## src/rtl/cbc_pkg.sv

```systemverilog
package cbc_pkg;
  localparam int BANK_W  = 7;
  localparam int LO_W    = 5;
  localparam int HI_W    = 2;
  localparam int WIN_AW  = 14;
  localparam int RAM_AW  = 13;
  localparam int ADDR_W  = 16;
  localparam int DATA_W  = 8;

  typedef enum logic [1:0] {
    Z_RAMEN = 2'd0,
    Z_ROMLO = 2'd1,
    Z_SHARE = 2'd2,
    Z_MODE  = 2'd3
  } zone_e;

  typedef struct packed {
    logic              valid;
    zone_e             zone;
    logic [DATA_W-1:0] data;
  } wr_cmd_t;
endpackage

```

## src/rtl/cbc_wr_decode.sv

```systemverilog
module cbc_wr_decode
  import cbc_pkg::*;
(
  input  logic              wr_en,
  input  logic [ADDR_W-1:0] wr_addr,
  input  logic [DATA_W-1:0] wr_data,
  output wr_cmd_t           cmd
);
  // Only the lower 32 KiB window carries control writes.
  always_comb begin
    cmd.valid = wr_en && !wr_addr[ADDR_W-1];
    cmd.zone  = zone_e'(wr_addr[ADDR_W-2:ADDR_W-3]);
    cmd.data  = wr_data;
  end
endmodule

```

## src/rtl/cbc_bank_regs.sv

```systemverilog
module cbc_bank_regs
  import cbc_pkg::*;
#(
  parameter int ROM_BANKS = 64
) (
  input  logic              clk,
  input  logic              rst,
  input  wr_cmd_t           cmd,
  output logic [BANK_W-1:0] rom_bank,
  output logic [HI_W-1:0]   ram_bank,
  output logic              ram_en,
  output logic              mode
);
  localparam logic [BANK_W-1:0] BANK_MASK = BANK_W'(ROM_BANKS - 1);
  localparam logic [BANK_W-1:0] BANK_RST  = BANK_W'(1);

  logic [BANK_W-1:0] bank_d;
  logic [HI_W-1:0]   ramb_d;
  logic              en_d;
  logic              mode_d;
  logic [LO_W-1:0]   lo_fix;

  always_comb begin
    lo_fix = (cmd.data[LO_W-1:0] == '0) ? LO_W'(1) : cmd.data[LO_W-1:0];
    bank_d = rom_bank;
    ramb_d = ram_bank;
    en_d   = ram_en;
    mode_d = mode;
    if (cmd.valid) begin
      unique case (cmd.zone)
        Z_RAMEN: begin
          if (cmd.data == 8'h0A)      en_d = 1'b1;
          else if (cmd.data == 8'h00) en_d = 1'b0;
        end
        Z_ROMLO: bank_d = {rom_bank[BANK_W-1:LO_W], lo_fix} & BANK_MASK;
        Z_SHARE: begin
          if (!mode) bank_d = {cmd.data[HI_W-1:0], rom_bank[LO_W-1:0]} & BANK_MASK;
          else       ramb_d = cmd.data[HI_W-1:0];
        end
        Z_MODE: begin
          mode_d = cmd.data[0];
          if (cmd.data[0]) bank_d = {{HI_W{1'b0}}, rom_bank[LO_W-1:0]} & BANK_MASK;
          else             ramb_d = '0;
        end
        default: ;
      endcase
    end
  end

  always_ff @(posedge clk) begin
    if (rst) begin
      rom_bank <= BANK_RST;
      ram_bank <= '0;
      ram_en   <= 1'b0;
      mode     <= 1'b0;
    end else begin
      rom_bank <= bank_d;
      ram_bank <= ramb_d;
      ram_en   <= en_d;
      mode     <= mode_d;
    end
  end

  assert_enable_hold_R1: assert property (@(posedge clk) disable iff (rst)
    (cmd.valid && cmd.zone == Z_RAMEN && cmd.data != 8'h0A && cmd.data != 8'h00)
      |=> $stable(ram_en));

  assert_upper_kept_R3: assert property (@(posedge clk) disable iff (rst)
    (cmd.valid && cmd.zone == Z_ROMLO) |=> (rom_bank[BANK_W-1:LO_W] == $past(rom_bank[BANK_W-1:LO_W])));

  assert_rom_frozen_mode1_R4: assert property (@(posedge clk) disable iff (rst)
    (cmd.valid && cmd.zone == Z_SHARE && mode) |=> $stable(rom_bank));

  assert_ram_cleared_R5: assert property (@(posedge clk) disable iff (rst)
    (cmd.valid && cmd.zone == Z_MODE && !cmd.data[0]) |=> (ram_bank == '0 && !mode));

  assert_bank_in_range_R6: assert property (@(posedge clk) disable iff (rst)
    ((rom_bank & ~BANK_MASK) == '0));

  assert_reset_state_R7: assert property (@(posedge clk) disable iff (rst)
    $fell(rst) |-> (rom_bank == BANK_RST && ram_bank == '0 && !ram_en && !mode));

  assert_idle_no_change_R10: assert property (@(posedge clk) disable iff (rst)
    !cmd.valid |=> ($stable(rom_bank) && $stable(ram_bank) && $stable(ram_en) && $stable(mode)));
endmodule

```

## src/rtl/cbc_addr_xlate.sv

```systemverilog
module cbc_addr_xlate
  import cbc_pkg::*;
#(
  parameter int ROM_BANKS = 64
) (
  input  logic [ADDR_W-1:0]                   rd_addr,
  input  logic [$clog2(ROM_BANKS)-1:0]        rom_bank,
  input  logic [HI_W-1:0]                     ram_bank,
  input  logic                                ram_en,
  input  logic [DATA_W-1:0]                   ram_rdata,
  output logic                                rom_sel,
  output logic [$clog2(ROM_BANKS)+WIN_AW-1:0] rom_addr,
  output logic [HI_W+RAM_AW-1:0]              ram_addr,
  output logic                                ram_rd_en,
  output logic [DATA_W-1:0]                   ext_rdata
);
  localparam int ROM_AW = $clog2(ROM_BANKS);

  logic in_ram_region;

  always_comb begin
    rom_sel       = !rd_addr[ADDR_W-1];
    rom_addr      = rd_addr[WIN_AW] ? {rom_bank, rd_addr[WIN_AW-1:0]}
                                    : {{ROM_AW{1'b0}}, rd_addr[WIN_AW-1:0]};
    in_ram_region = (rd_addr[ADDR_W-1:RAM_AW] == 3'b101);
    ram_addr      = {ram_bank, rd_addr[RAM_AW-1:0]};
    ram_rd_en     = in_ram_region && ram_en;
    ext_rdata     = ram_rd_en ? ram_rdata : 8'hFF;
  end

  always_comb begin
    assert_ff_when_off_R9: assert (ram_en || ext_rdata == 8'hFF);
  end
endmodule

```

## src/rtl/cart_bank_ctrl.sv

```systemverilog
module cart_bank_ctrl
  import cbc_pkg::*;
#(
  parameter int ROM_BANKS = 64
) (
  input  logic                                 clk,
  input  logic                                 rst,
  input  logic                                 wr_en_i,
  input  logic [15:0]                          wr_addr_i,
  input  logic [7:0]                           wr_data_i,
  input  logic [15:0]                          rd_addr_i,
  input  logic [7:0]                           ram_rdata_i,
  output logic [6:0]                           rom_bank_o,
  output logic [1:0]                           ram_bank_o,
  output logic                                 ram_en_o,
  output logic                                 mode_o,
  output logic                                 rom_sel_o,
  output logic [$clog2(ROM_BANKS)+13:0]        rom_addr_o,
  output logic [14:0]                          ram_addr_o,
  output logic                                 ram_rd_en_o,
  output logic [7:0]                           ext_rdata_o
);
  localparam int ROM_AW = $clog2(ROM_BANKS);

  wr_cmd_t cmd;

  cbc_wr_decode u_dec (
    .wr_en   (wr_en_i),
    .wr_addr (wr_addr_i),
    .wr_data (wr_data_i),
    .cmd     (cmd)
  );

  cbc_bank_regs #(.ROM_BANKS(ROM_BANKS)) u_regs (
    .clk      (clk),
    .rst      (rst),
    .cmd      (cmd),
    .rom_bank (rom_bank_o),
    .ram_bank (ram_bank_o),
    .ram_en   (ram_en_o),
    .mode     (mode_o)
  );

  cbc_addr_xlate #(.ROM_BANKS(ROM_BANKS)) u_xlate (
    .rd_addr   (rd_addr_i),
    .rom_bank  (rom_bank_o[ROM_AW-1:0]),
    .ram_bank  (ram_bank_o),
    .ram_en    (ram_en_o),
    .ram_rdata (ram_rdata_i),
    .rom_sel   (rom_sel_o),
    .rom_addr  (rom_addr_o),
    .ram_addr  (ram_addr_o),
    .ram_rd_en (ram_rd_en_o),
    .ext_rdata (ext_rdata_o)
  );
endmodule

```

## config.mk

```make
export PLATFORM = sky130hd
export DESIGN_NAME = cart_bank_ctrl
export DESIGN_NICKNAME = d
export VERILOG_FILES = /design/src/rtl/cbc_pkg.sv /design/src/rtl/cbc_wr_decode.sv /design/src/rtl/cbc_bank_regs.sv /design/src/rtl/cbc_addr_xlate.sv /design/src/rtl/cart_bank_ctrl.sv
export SDC_FILE = /design/constraint.sdc
export NUM_CORES = 1
export LEC_CHECK = 0
export ABC_AREA = 1
export CAP_MARGIN = 0
export CORE_MARGIN = 1
export CORE_UTILIZATION = 45
export DETAILED_ROUTE_END_ITERATION = 12
export DONT_BUFFER_PORTS = 1
export GPL_ROUTABILITY_DRIVEN = 0
export PLACE_DENSITY = 0.7
export SETUP_SLACK_MARGIN = 0.1
export SYNTH_ARGS = -nofsm -noshare
export SYNTH_HDL_FRONTEND = slang
export SYNTH_HIERARCHICAL = 1
export SYNTH_SLANG_ARGS = --single-unit
```

## constraint.sdc

```tcl
create_clock -name clk -period 1.3 [get_ports clk]
set_input_delay 0.13 -clock clk [delete_from_list [all_inputs] [get_ports clk]]
set_output_delay 0.13 -clock clk [all_outputs]
set_load 0.02 [all_outputs]
```

## Word level (Yosys, flattened, before mapping)

Cells that the tools add are included.

- Multiplexer cells: 11
- Add/sub/neg operators: 0
- Reductions and logical operators: 16
- Magnitude comparators: 0
- Shift operators: 0
- Eq/ne operators: 9
- $mul: 0
- Bitwise gates (word level): 3
- Divide/modulo/power cells: 0

Operator list:

| cell | number |
|---|---|
| case mux 7 bit (3 select lines) | 1 |
| two-way mux 20 bit | 1 |
| two-way mux 7 bit | 2 |
| AND reduction 4 bit | 3 |
| equality test 8 x 4 -> 1 bit (second input constant) | 1 |
| zero test 8 bit | 1 |
| two-way mux 8 bit | 1 |
| != test 2 bit (second input constant) | 3 |
| zero test 5 bit | 1 |
| two-way mux 5 bit | 1 |
| AND reduction 5 bit | 1 |
| equality test 2 bit (second input constant) | 2 |
| two-way mux 2 bit | 2 |
| case mux 2 bit (2 select lines) | 1 |
| nonzero test 2 bit | 2 |
| equality test 3 bit (second input constant) | 1 |
| inverter 1 bit | 3 |
| AND reduction 3 bit | 1 |
| nonzero test 3 bit | 1 |
| equality test 2 x 1 -> 1 bit (second input constant) | 1 |
| logical AND 1 bit | 2 |
| zero test 1 bit | 2 |
| zero test 2 bit | 1 |
| two-way mux 1 bit | 2 |
| other kinds (2) | 2 |

- Word-level logic and storage cells: 45
- Bits in latches: 0
- Memories: 0
- Bits in writable memories: 0
- Flip-flop bits (word level): 11
- Memory bits (read-only): 0
- Output and inout bits: 56

## Longest topological paths before layout

- Depth after elaboration: 3
- Gate-level depth with buffers: 9
- Mapped depth without buffers: 8

## Modules after synthesis

The synthesis kept the hierarchy.

Modules (own cells, without submodules):

| module | seq. area each (um2) | cells an instance | times used | area each (um2) |
|---|---|---|---|---|
| cbc_bank_regs | 200.2 | 74 | 1 | 496.7 |
| cbc_addr_xlate | 0.0 | 64 | 1 | 384.1 |
| cbc_wr_decode | 0.0 | 12 | 1 | 85.1 |

## Worst setup path before layout

OpenSTA, ideal clock, no wires.

- Kind: register -> output
- From: register u_regs.ram_en
- To: output port ram_rd_en_o
- Stages on the path, launching flop included: 3
- Arrival: 0.999 ns
- Setup slack: 0.171 ns
- Required time: 1.170 ns
- Path through: dfxtp_1 > nand2_1 > nor3_1

- Word-level cells in the longest chain between the ends: 1

Ends and longest elaborated chain:

| element | line | source |
|---|---|---|
| from (decl) | cbc_bank_regs.sv:11 | `output logic ram_en,` |
| from (signal assigned) | cbc_bank_regs.sv:59 | `ram_en <= en_d;` |
| logical AND 1 bit | cbc_addr_xlate.sv:27 | `ram_rd_en = in_ram_region && ram_en;` |
| to (decl) | cart_bank_ctrl.sv:20 | `output logic ram_rd_en_o,` |

Every way passes these cells.

## Worst setup path in the final report

- From: register u_regs.ram_en
- To: output port ext_rdata_o[7]

- Word-level cells in the longest chain between the ends: 2

Ends and longest elaborated chain:

| element | line | source |
|---|---|---|
| logical AND 1 bit | cbc_addr_xlate.sv:27 |  |
| two-way mux 8 bit | cbc_addr_xlate.sv:28 | `ext_rdata = ram_rd_en ? ram_rdata : 8'hFF;` |
| to (decl) | cart_bank_ctrl.sv:21 | `output logic [7:0] ext_rdata_o` |

Every way passes these cells.

==> impl_summary.txt <==
----------------------------------------------------
[Clock network]
  Reg clk slew, reported paths ... approximately 0.060 ns
  Setup repair bufs after CTS ... 0
  Total number of clock tree sinks ... 10
  Number of levels in the clock H-tree ... 1
  TritonCTS buffer count ... 3
  Clock Root Buffer ... sky130_fd_sc_hd__clkbuf_4
  Insertion delay to the later sink of the worst-skew pair ... approximately 0.26 ns
  Deepest clock path buffer count ... 2
  Clock tree from TritonCTS ... done

[Drt]
  Routed length on met3 ... 228 um
  Remaining number of nets flagged by the antenna check after routing ... 0
  Count of vias placed by the detailed router ... 703
  Met2 Wirelength ... roughly 920 um
  Drc violations ... 0
  Final routed wire length divided by cell count ... ~12 um
  Total routed wirelength ... around 1800 um
  Max layer used ... met4
  Detailed-route vias per instance ... a little under 5
  Total iterations of the first detailed-routing run ... 4
  Count of routing violations after the opening detailed-route iteration ... 10
  Wire length the detailed router placed on met1 ... roughly 580 um

[Finish]
  Post-route cell area ... roughly 790 sq um
  Area Overhead vs Synth ... -18.4%
  Net count of the finished layout ... 171
  Top library cells by usage in the layout, fill and taps aside ... 22 x sky130_fd_sc_hd__inv_1, 18 x sky130_fd_sc_hd__nand2_1, 15 x sky130_fd_sc_hd__nor2_1, 10 x sky130_fd_sc_hd__dfxtp_1, 8 x sky130_fd_sc_hd__nand3_1
  Most common cell after layout, fill and taps aside ... sky130_fd_sc_hd__inv_1
  Share of cells above drive strength 1 ... 24.6%
  Fraction of the core area covered by cells at the end of the flow ... between 30% and 40%
  Fill cell count ... 218
  Antenna diodes ... 0

[Placement]
  Total half-perimeter wirelength after legalization and detailed placement ... roughly 1500 um
  # port buffers ... 0
  Cell area after placement ... a little over 700 sq um

[Yosys]
  Count of synthesis-stage warnings from yosys ... 6
  Area share of the largest cell type after synthesis ... a little under a third
  Largest cells by area after synthesis ... sky130_fd_sc_hd__buf_4 31%, sky130_fd_sc_hd__dfxtp_1 21%, sky130_fd_sc_hd__inv_1 8.9%
  Number of instances in the synthesized netlist ... 150
  Dominant cell type by area after synthesis ... sky130_fd_sc_hd__buf_4
  Post-synth cell types ... 20
  Post-synthesis net count ... 201
  FF+latch count, synth ... 10
  Part of the Yosys area used for sequential elements ... between 20% and 30%
  Synthesized area divided by synthesized cell count ... between 6 and 7 sq um
  Post-synthesis instance area ... between 900 and 1000 sq um

[Hold path]
  Hold Crit Endpoint ... u_regs/rom_bank[2]
  Worst hold path class ... in2reg
  Instance count along the most critical hold path ... 2
  Startpoint of the worst hold path ... wr_data_i[2]

[Floorplanning]
  Width of the die ... a little under 50 um
  Area of the die ... between 2000 and 2500 sq um
  Top-level port count ... ~110
  Area of the placeable core ... around 2000 sq um
  Height of the die ... between 40 and 50 um
  Initial core utilization ... between 40% and 50%
  Number of placement rows ... 16

[Critical path]
  Worst reg-to-reg setup slack ... between 0.3 and 0.4 ns
  Worst Path Required ... approximately 1.2 ns
  Standard cell with the maximum stage delay on the critical path ... sky130_fd_sc_hd__dfxtp_1
  Launch point of the worst reg-to-reg path ... u_regs/mode
  Highest net fanout along the worst path ... 8
  Endpoint of the worst register-to-register path ... u_regs/ram_bank[1]
  Data arrival, critical path ... approximately 1.1 ns
  Count of cells along the worst register-to-register path ... 7
  Max incr delay on CP ... 0.33 ns
  Kind of end point of the critical path ... output pin
  Ordered cell list for the critical path ... nand2_1 > inv_2 > nand3_1
  Category of the critical setup timing path ... reg2out
  Worst setup SP type ... register

[Power]
  PwrDens ... 827 nW/um^2
  Switching fraction of total power ... around 30%
  Sequential cell fraction of total power ... 51.5%
  Leak ... approximately 0.4 nW
  Switching component of the power ... 0.191 mW
  Internal power of the cells ... between 0.4 and 0.5 mW
  Peak supply drop ... ~0.00047 V
  Portion of total power attributed to the clock network ... around a third
  Gate power share ... 17.1%

[Timing]
  Crit share post-route ... between 90 and 100%
  Maximum clock frequency ... 841 MHz
  Setup repair after global routing missed its margin ... true
  Clk_skew ... between 0.0003 and 0.0004 ns
  Worst hold margin ... between 0.04 and 0.05 ns
  Setup violation total in the final timing report ... 0
  Time the worst path needs with I/O delays and setup ... 1.19 ns
  Count of endpoints failing hold in the final timing report ... 0
  Accumulated negative setup slack ... 0 ns
  Final-report max-slew violation count ... 0

[Global routing]
  Global-route wire length before repair ... approximately 2800 um
  Largest net degree at the start of global routing ... 9
  Vias in the first global route ... just under 700
  Remaining global-route overflow ... 0
  Overall routing resource usage ... 15.3%
  Antenna violations before repair ... 0

[Run status]
  Outcome ... completed

[Run]
  Max Cap Viol ... 0

----------------------------------------------------
[state kept, by name, indices dropped and copies added, names as in the netlist]
name and flops:
u_regs/ram_bank 2, u_regs/ram_en 1, u_regs/rom_bank 6, u_regs/mode 1
[layer usage]
layer	GRT usage, %	vias up
li1	-	349
met1	12.9	298
met2	28.2	48
met3	8.49	8
met4	8.33	0
met5	0	-
[cells in the mapped netlist (all sizes together)]
library cell,n
buf,41
inv,29
nand2,21
nor2,18
nand3,15
dfxtp,10
a21oi,5
o21ai,4
nor3,2
and2,1
and3,1
conb,1
nand3b,1
o211ai,1
[power by group through the flow]
stage,Clock [mW],Sequential (mW),Combinational (mW)
CTS,0.219,0.336,0.109
finish,0.205,0.336,0.112
global route,0.238,0.337,0.124
floorplan,0,0.344,0.246
detailed placement,0,0.343,0.105
global placement,0,0.343,0.103
[critical path: cells and delay by family, from the launching register on]
kind                   cells  cell delay [ns]
and+or+nand+nor            2             0.32
DFF                        1             0.33
buffers and inverters      1             0.16
[cell families (layout without fill, tap and decap cells)]
| kind of cell | Yosys count | count (layout) | share of synthesized area, % |
|---|---|---|---|
| flops | 10 | 10 | 20.7 |
| buf+inv | 70 | 38 | 43.5 |
| other cells | 1 | 1 | 0.388 |
| compound gates | 10 | 10 | 5.44 |
| simple gates | 59 | 59 | 29.9 |
[cell type report]
type	count	area (sq um)	area share (%)
multi-input combinational	70	375	47.6
sequential	10	200	25.4
inverter	29	109	13.8
timing repair buffer	6	47.5	6.03
tap	27	33.8	4.29
clock buffer	3	22.5	2.86
[how the worst max path moves through the flow]
stage          slack, ns                  to     startpoint  cells after the start
2_1_floorplan       0.17         ram_rd_en_o  u_regs/ram_en                      2
3_3_place_gp        0.37  u_regs/rom_bank[0]        wr_en_i                      6
3_5_place_dp        0.36  u_regs/rom_bank[0]        wr_en_i                      6
4_1_cts             0.07      ext_rdata_o[0]  u_regs/ram_en                      3
5_1_grt             0.04      ext_rdata_o[2]  u_regs/ram_en                      3
6_report            0.11      ext_rdata_o[7]  u_regs/ram_en                      3
[stage by stage]
stage	total power [mW]	cells	setup slack [ns]
floorplan	0.590	150	0.171
global placement	0.445	141	0.373
detailed placement	0.448	141	0.359
CTS	0.664	145	0.0726
global route	0.700	145	0.0413
finish	0.652	145	0.112
[timing repair]
action / in CTS / in global routing
endpoints found under the hold margin: 3 / 0
endpoints found under the setup margin: 8 / 9
gates resized for setup: 0 / 7
cloned: 0 / 0
hold buffers: 1 / 0
Power figures use the tool's default switching activity.
